### src/rtl/hexdisp_pkg.sv
package hexdisp_pkg;
  localparam int NIB_W = 4;
  localparam int SEG_W = 7;
  typedef logic [SEG_W-1:0] seg_t;
  // active-low glyph for zero, used for reset display
  localparam seg_t SEG_ZERO = 7'b1000000;
endpackage

### src/rtl/hexdisp_opnd_reg.sv
module hexdisp_opnd_reg #(
  parameter int WIDTH = 16
) (
  input  logic             clk,
  input  logic             rst_n,
  input  logic [WIDTH-1:0] d,
  output logic [WIDTH-1:0] q
);
  logic [WIDTH-1:0] q_nxt;

  always_comb begin
    q_nxt = d;
  end

  always_ff @(posedge clk or negedge rst_n) begin
    if (!rst_n) q <= '0;
    else        q <= q_nxt;
  end
endmodule

### src/rtl/hexdisp_seg_dec.sv
module hexdisp_seg_dec
  import hexdisp_pkg::*;
(
  input  logic [NIB_W-1:0] nib,
  output seg_t             seg_n
);
  seg_t lit; // active-high, bit 0 = a

  always_comb begin
    unique case (nib)
      4'h0: lit = 7'b0111111;
      4'h1: lit = 7'b0000110;
      4'h2: lit = 7'b1011011;
      4'h3: lit = 7'b1001111;
      4'h4: lit = 7'b1100110;
      4'h5: lit = 7'b1101101;
      4'h6: lit = 7'b1111101;
      4'h7: lit = 7'b0000111;
      4'h8: lit = 7'b1111111;
      4'h9: lit = 7'b1101111;
      4'hA: lit = 7'b1110111;
      4'hB: lit = 7'b1111100;
      4'hC: lit = 7'b0111001;
      4'hD: lit = 7'b1011110;
      4'hE: lit = 7'b1111001;
      default: lit = 7'b1110001;
    endcase
    seg_n = ~lit;
  end
endmodule

### src/rtl/hexdisp_digit_bank.sv
module hexdisp_digit_bank
  import hexdisp_pkg::*;
#(
  parameter int DIGITS = 4,
  localparam int WORD_W = DIGITS * NIB_W
) (
  input  logic [WORD_W-1:0]            word,
  output logic [DIGITS-1:0][SEG_W-1:0] segs
);
  for (genvar i = 0; i < DIGITS; i++) begin : g_dig
    hexdisp_seg_dec u_dec (
      .nib   (word[i*NIB_W +: NIB_W]),
      .seg_n (segs[i])
    );
  end
endmodule

### src/rtl/hexdisp_top.sv
module hexdisp_top
  import hexdisp_pkg::*;
#(
  parameter int DIGITS_PER_GROUP = 4,
  localparam int WORD_W = DIGITS_PER_GROUP * NIB_W
) (
  input  logic              cap_clk,
  input  logic              rst_n,
  input  logic [WORD_W-1:0] sw_val,
  output logic [SEG_W-1:0]  seg_d0,
  output logic [SEG_W-1:0]  seg_d1,
  output logic [SEG_W-1:0]  seg_d2,
  output logic [SEG_W-1:0]  seg_d3,
  output logic [SEG_W-1:0]  seg_d4,
  output logic [SEG_W-1:0]  seg_d5,
  output logic [SEG_W-1:0]  seg_d6,
  output logic [SEG_W-1:0]  seg_d7
);
  logic [WORD_W-1:0] opa_q;
  logic [DIGITS_PER_GROUP-1:0][SEG_W-1:0] segs_lo, segs_hi;

  hexdisp_opnd_reg #(.WIDTH(WORD_W)) u_opa (
    .clk   (cap_clk),
    .rst_n (rst_n),
    .d     (sw_val),
    .q     (opa_q)
  );

  hexdisp_digit_bank #(.DIGITS(DIGITS_PER_GROUP)) u_bank_hi (
    .word (opa_q),
    .segs (segs_hi)
  );

  hexdisp_digit_bank #(.DIGITS(DIGITS_PER_GROUP)) u_bank_lo (
    .word (sw_val),
    .segs (segs_lo)
  );

  assign seg_d0 = segs_lo[0];
  assign seg_d1 = segs_lo[1];
  assign seg_d2 = segs_lo[2];
  assign seg_d3 = segs_lo[3];
  assign seg_d4 = segs_hi[0];
  assign seg_d5 = segs_hi[1];
  assign seg_d6 = segs_hi[2];
  assign seg_d7 = segs_hi[3];
endmodule

### config.mk
export PLATFORM = sky130hd
export DESIGN_NAME = hexdisp_top
export DESIGN_NICKNAME = d
export VERILOG_FILES = /design/src/rtl/hexdisp_pkg.sv /design/src/rtl/hexdisp_opnd_reg.sv /design/src/rtl/hexdisp_seg_dec.sv /design/src/rtl/hexdisp_digit_bank.sv /design/src/rtl/hexdisp_top.sv
export SDC_FILE = /design/constraint.sdc
export NUM_CORES = 1
export LEC_CHECK = 0
export BUFFER_PORTS_ARGS = -buffer_cell sky130_fd_sc_hd__buf_2
export CORE_MARGIN = 8
export CORE_UTILIZATION = 45
export CTS_BUF_LIST = sky130_fd_sc_hd__clkbuf_2 sky130_fd_sc_hd__clkbuf_4 sky130_fd_sc_hd__clkbuf_8
export CTS_CLUSTER_DIAMETER = 120
export DETAILED_ROUTE_END_ITERATION = 8
export MAX_ROUTING_LAYER = met4
export PLACE_DENSITY = 0.73
export SKIP_LAST_GASP = 1
export SYNTH_ARGS = -nofsm -noshare
export SYNTH_HDL_FRONTEND = slang
export SYNTH_SLANG_ARGS = --single-unit
### constraint.sdc
create_clock -name cap_clk -period 1.7 [get_ports cap_clk]
set_input_delay 0.17 -clock cap_clk [delete_from_list [all_inputs] [get_ports cap_clk]]
set_output_delay 0.17 -clock cap_clk [all_outputs]
set_load 0.03 [all_outputs]
## After elaboration in Yosys (flattened, before gate mapping)

Memories as Yosys holds them, arrays and structs flattened.
Cells that the tools add are included.

| storage, ports and cells | value |
|---|---|
| register bits | 16 |
| memory bits (read-only) | 896 |
| input port bits | 18 |
| output and inout port bits | 56 |
| word-level logic and storage cells | 17 |
| memories kept | 8 |

Memories:

| memory | depth | bits a word | rd ports | clocked after Yosys merged registers in | write ports | RTL line | source |
|---|---|---|---|---|---|---|---|
| (name not given) | 16 | 7 | 1 | 0 | 0 | hexdisp_seg_dec.sv:10 | `unique case (nib)` |
| (name not given) | 16 | 7 | 1 | 0 | 0 | hexdisp_seg_dec.sv:10 |  |
| (name not given) | 16 | 7 | 1 | 0 | 0 | hexdisp_seg_dec.sv:10 |  |
| (name not given) | 16 | 7 | 1 | 0 | 0 | hexdisp_seg_dec.sv:10 |  |
| (name not given) | 16 | 7 | 1 | 0 | 0 | hexdisp_seg_dec.sv:10 |  |
| (name not given) | 16 | 7 | 1 | 0 | 0 | hexdisp_seg_dec.sv:10 |  |
| +2 memories | -- | -- | -- | -- | -- | -- |  |

| cells by class | value |
|---|---|
| bitwise operators | 8 |

Operators with widths:

| operator | number |
|---|---|
| 7-bit inverter | 8 |

## Longest topological paths before layout

An unclocked memory read counts as a cell.

| logic depth | value |
|---|---|
| depth after elaboration | 2 |
| mapped depth | 5 |
| depth with buffers taken out | 5 |

## Hierarchy

From an unflattened synthesis, not the netlist that was laid out.

| unflattened totals | value |
|---|---|
| cells, all modules | 264 |
| area, all modules | 2422.3 um^2 |

Modules (own cells, without submodules):

| module | times used | cells an instance | area an instance (um^2) |
|---|---|---|---|
| hexdisp_seg_dec | 8 | 31 | 252.7 |
| hexdisp_opnd_reg | 1 | 16 | 400.4 |

## Least setup slack after synthesis

Ideal clock, no wire load.

| path | value |
|---|---|
| path kind | reg2out |
| from | register u_opa.q[0] |
| to | output port seg_d4[4] |
| data arrival time | 1590 ps |
| required time | 1530 ps |
| path slack | -60 ps |
| stages on the path, launching flop included | 5 |
| path buffers | 0 |
| cells stage by stage | dfrtp_1 inv_1 ha_1 nor2b_1 o32ai_1 |

| on the way | value |
|---|---|
| longest elaborated chain between the ends | 2 |

Ends and longest elaborated chain:

| item | RTL line | source |
|---|---|---|
| start, declared | hexdisp_opnd_reg.sv:7 | `output logic [WIDTH-1:0] q` |
| start signal, assigned | hexdisp_opnd_reg.sv:17 | `else q <= q_nxt;` |
| memory 16 x 7 bit | -- |  |
| 7-bit inverter | hexdisp_seg_dec.sv:28 | `seg_n = ~lit;` |
| end, declared | hexdisp_top.sv:14 | `output logic [SEG_W-1:0] seg_d4,` |

Every way passes these cells.

## Worst setup path in the final report

| path | value |
|---|---|
| from | register u_opa.q[9] |
| to | output port seg_d6[0] |

| on the way | value |
|---|---|
| longest elaborated chain between the ends | 2 |

Ends and longest elaborated chain:

| item | RTL line | source |
|---|---|---|
| memory 16 x 7 bit | -- |  |
| 7-bit inverter | hexdisp_seg_dec.sv:28 |  |
| end, declared | hexdisp_top.sv:16 | `output logic [SEG_W-1:0] seg_d6,` |

Every way passes these cells.

==> metrics.csv <==
stage,metric,value,unit
finish,number of flip-flops in the largest register,16,
die,initial core utilization,46.8,%
die,die width,88.9,um
die,die area,7900,um^2
clocking,clk sinks,16,
clocking,Clock Tree Buf Depth,2,
synth,sequential area share after synthesis,16.8,%
sta,Max Clk Rate,536,MHz
clocking,CTS tree,yes,
global_routing,largest net degree at the start of global routing,17,
finish,area delta synth->final,44.8,%
finish,post-layout instance area,3460,um^2
global_routing,vias in the first global route,2192,
synth,cell area after technology mapping,2390,um^2
setup_path,crit path launch type,flop,
die,Ports,74,
clocking,clock slew at reported path FFs,60,ps
sta,setup TNS,-1030,ps
synth,syn_area_per_cell,9.05,um^2
finish,largest reg by FF count,u_opa.q,
status,failing checks,setup timing,
clocking,CTS Buf Count,3,
finish,Final Core Density,67.7,%
power_and_ir_drop,VDD IR max,0.000302,V
route,via count,2305,
sta,Final Max Tran Viols,0,
setup_path,crit path DAT,1700,ps
sta,hold_ws,102,ps
sta,Final min period,1870,ps
place,Final Wtd Congestion,0.844,
setup_path,Setup crit end kind,output pin,
finish,"most common cell after layout, fill and taps aside",buf_2,
power_and_ir_drop,Power Density,506,nW/um^2
finish,Nets,426,
sta,Final WS setup,-166,ps
clocking,root buf cell,clkbuf_8,
finish,diode count,0,
synth,Yosys reg bits,16,
route,post-DR wirelength/cell,15.6,um
route,"antenna viol nets, final",0,
synth,count of cell types in the netlist,31,
sta,Worst-Margin Slew,448,ps
synth,main area contributors after synthesis,"ha_1 (25%), dfrtp_1 (17%), mux2i_1 (7.1%)",
route,Residual DRC,0,
finish,Largest regs,u_opa.q (16),
setup_path,CP max FO,3,
synth,Synth top area share,25.1,%
setup_path,CP Class,reg -> out,
finish,most frequent cells in the layout,"buf_2 (49), buf_4 (38), ha_1 (28), nor2_1 (27)",
setup_path,worst path required time,1530,ps
place,Setup Slack @ Placement,-37.2,ps
sta,relative max-transition margin,70.1,%
die,Chip Height,88.9,um
global_routing,global-route wire length before repair,10100,um
route,vias per cell,5.37,
die,core area,5110,um^2
die,Rows,26,
synth,Cells after Synth,264,
route,First-pass DRT Iterations,4,
sta,Final Cycle Share,110,%
global_routing,total gr overflow,0,
place,"Cell Area, Placed",2850,um^2
finish,share of cells above drive strength 1,48.5,%
synth,Syn Nets,330,
global_routing,initial antenna violation count,0,
power_and_ir_drop,LEAKAGE,1.70,nW
status,status,"finished, violations left",
clocking,htree depth,1,
worst_hold_path,Worst Hold Class,in -> reg,
sta,"Hold Vio Cnt, Final",0,
sta,RSZ-0062 raised after global routing,yes,
synth,Synth Warn #,0,
job,number of max-cap violations,0,
route,Routed WL,6680,um
synth,"area leader, netlist",ha_1,
place,Post-DP HPWL,4470,um
finish,FILL cells,380,
place,IO Port Bufs,73,
sta,"Setup violations, final",12,
global_routing,total track usage,16.1,%
route,Iter 0 DRT Violations,56,
-- metrics by stage --
step	cells	power (mW)
after floorplan	264	1.03
final	429	1.75
after CTS	422	1.68
after detailed placement	403	1.25
after global routing	429	1.86
after global placement	403	1.24
-- critical path, cell delays in order, from the launching register on --
cell and delay [ps]:
dfrtp_1 410, inv_4 110, ha_4 160, nor2b_2 50, or3b_1 400, o21ai_1 110, buf_4 190
-- routing by layer --
metal  global-route usage, %  vias to the layer above  part of all wire [%]  wire (um)
met5                       -                        -                     0          0
met2                    28.6                       69                    51       3420
met1                    18.9                     1091                    43       2840
li1                        -                     1130                     -          -
met3                    2.41                       15                   4.5        303
met4                    2.30                        0                   1.7        116
-- where the power goes --
part / leakage (nW) / switching, mW / total (mW) / internal [mW]
combinational: 1.49 / 0.573 / 0.978 / 0.404
sequential: 0.181 / 0.0424 / 0.444 / 0.401
clock: 0.0288 / 0.126 / 0.331 / 0.205
total: 1.70 / 0.741 / 1.75 / 1.01
-- Yosys cell counts (all sizes together) --
| cell type | instances |
|---|---|
| ha | 48 |
| nor2 | 29 |
| inv | 26 |
| nand2 | 18 |
| mux2i | 17 |
| dfrtp | 16 |
| buf | 15 |
| nor2b | 15 |
| o21ai | 12 |
| a22o | 11 |
| a31oi | 8 |
| mux4 | 8 |
| a32o | 7 |
| nand2b | 7 |
| o32ai | 7 |
| or3b | 7 |
| o31ai | 3 |
| and2 | 2 |
| mux2 | 2 |
| a211oi | 1 |
| a31o | 1 |
| nand3 | 1 |
| o22ai | 1 |
| o2bb2ai | 1 |
| or3 | 1 |
-- path summary, 6_finish.rpt --
path	start	end	slack (ps)	cells after the start
max	u_opa.q[9]	seg_d6[0]	-170	6
min in group asynchronous	rst_n	u_opa.q[13]	380	2
min	sw_val[0]	u_opa.q[0]	100	1
max in group asynchronous	rst_n	u_opa.q[11]	1030	2
-- repair_timing --
item                                    CTS  global route
pin swaps                                 7            18
gates resized for setup                  57            66
hold buffers                              1             0
hold endpoints to repair                 16             0
buffers inserted                         14             7
endpoints found under the setup margin   18            25
-- logic make-up (layout without fill, tap and decap cells) --
| logic type | count (synthesis) | in the layout | synth area share [%] |
|---|---|---|---|
| compound gates | 52 | 52 | 16.4 |
| fa+ha+maj | 48 | 48 | 25.1 |
| simple gates | 80 | 80 | 16.8 |
| flops | 16 | 16 | 16.8 |
| buf+inv | 41 | 136 | 8.69 |
| mux | 27 | 27 | 16.2 |
-- cell type report --
cell class	instances	area, um^2	share of cell area (%)
multi-input combinational	207	2060	59.6
timing repair buffer	106	739	21.4
sequential	16	407	11.8
inverter	26	110	3.18
tap	70	87.6	2.53
clock buffer	4	55.1	1.59
Power figures use the tool's default switching activity.
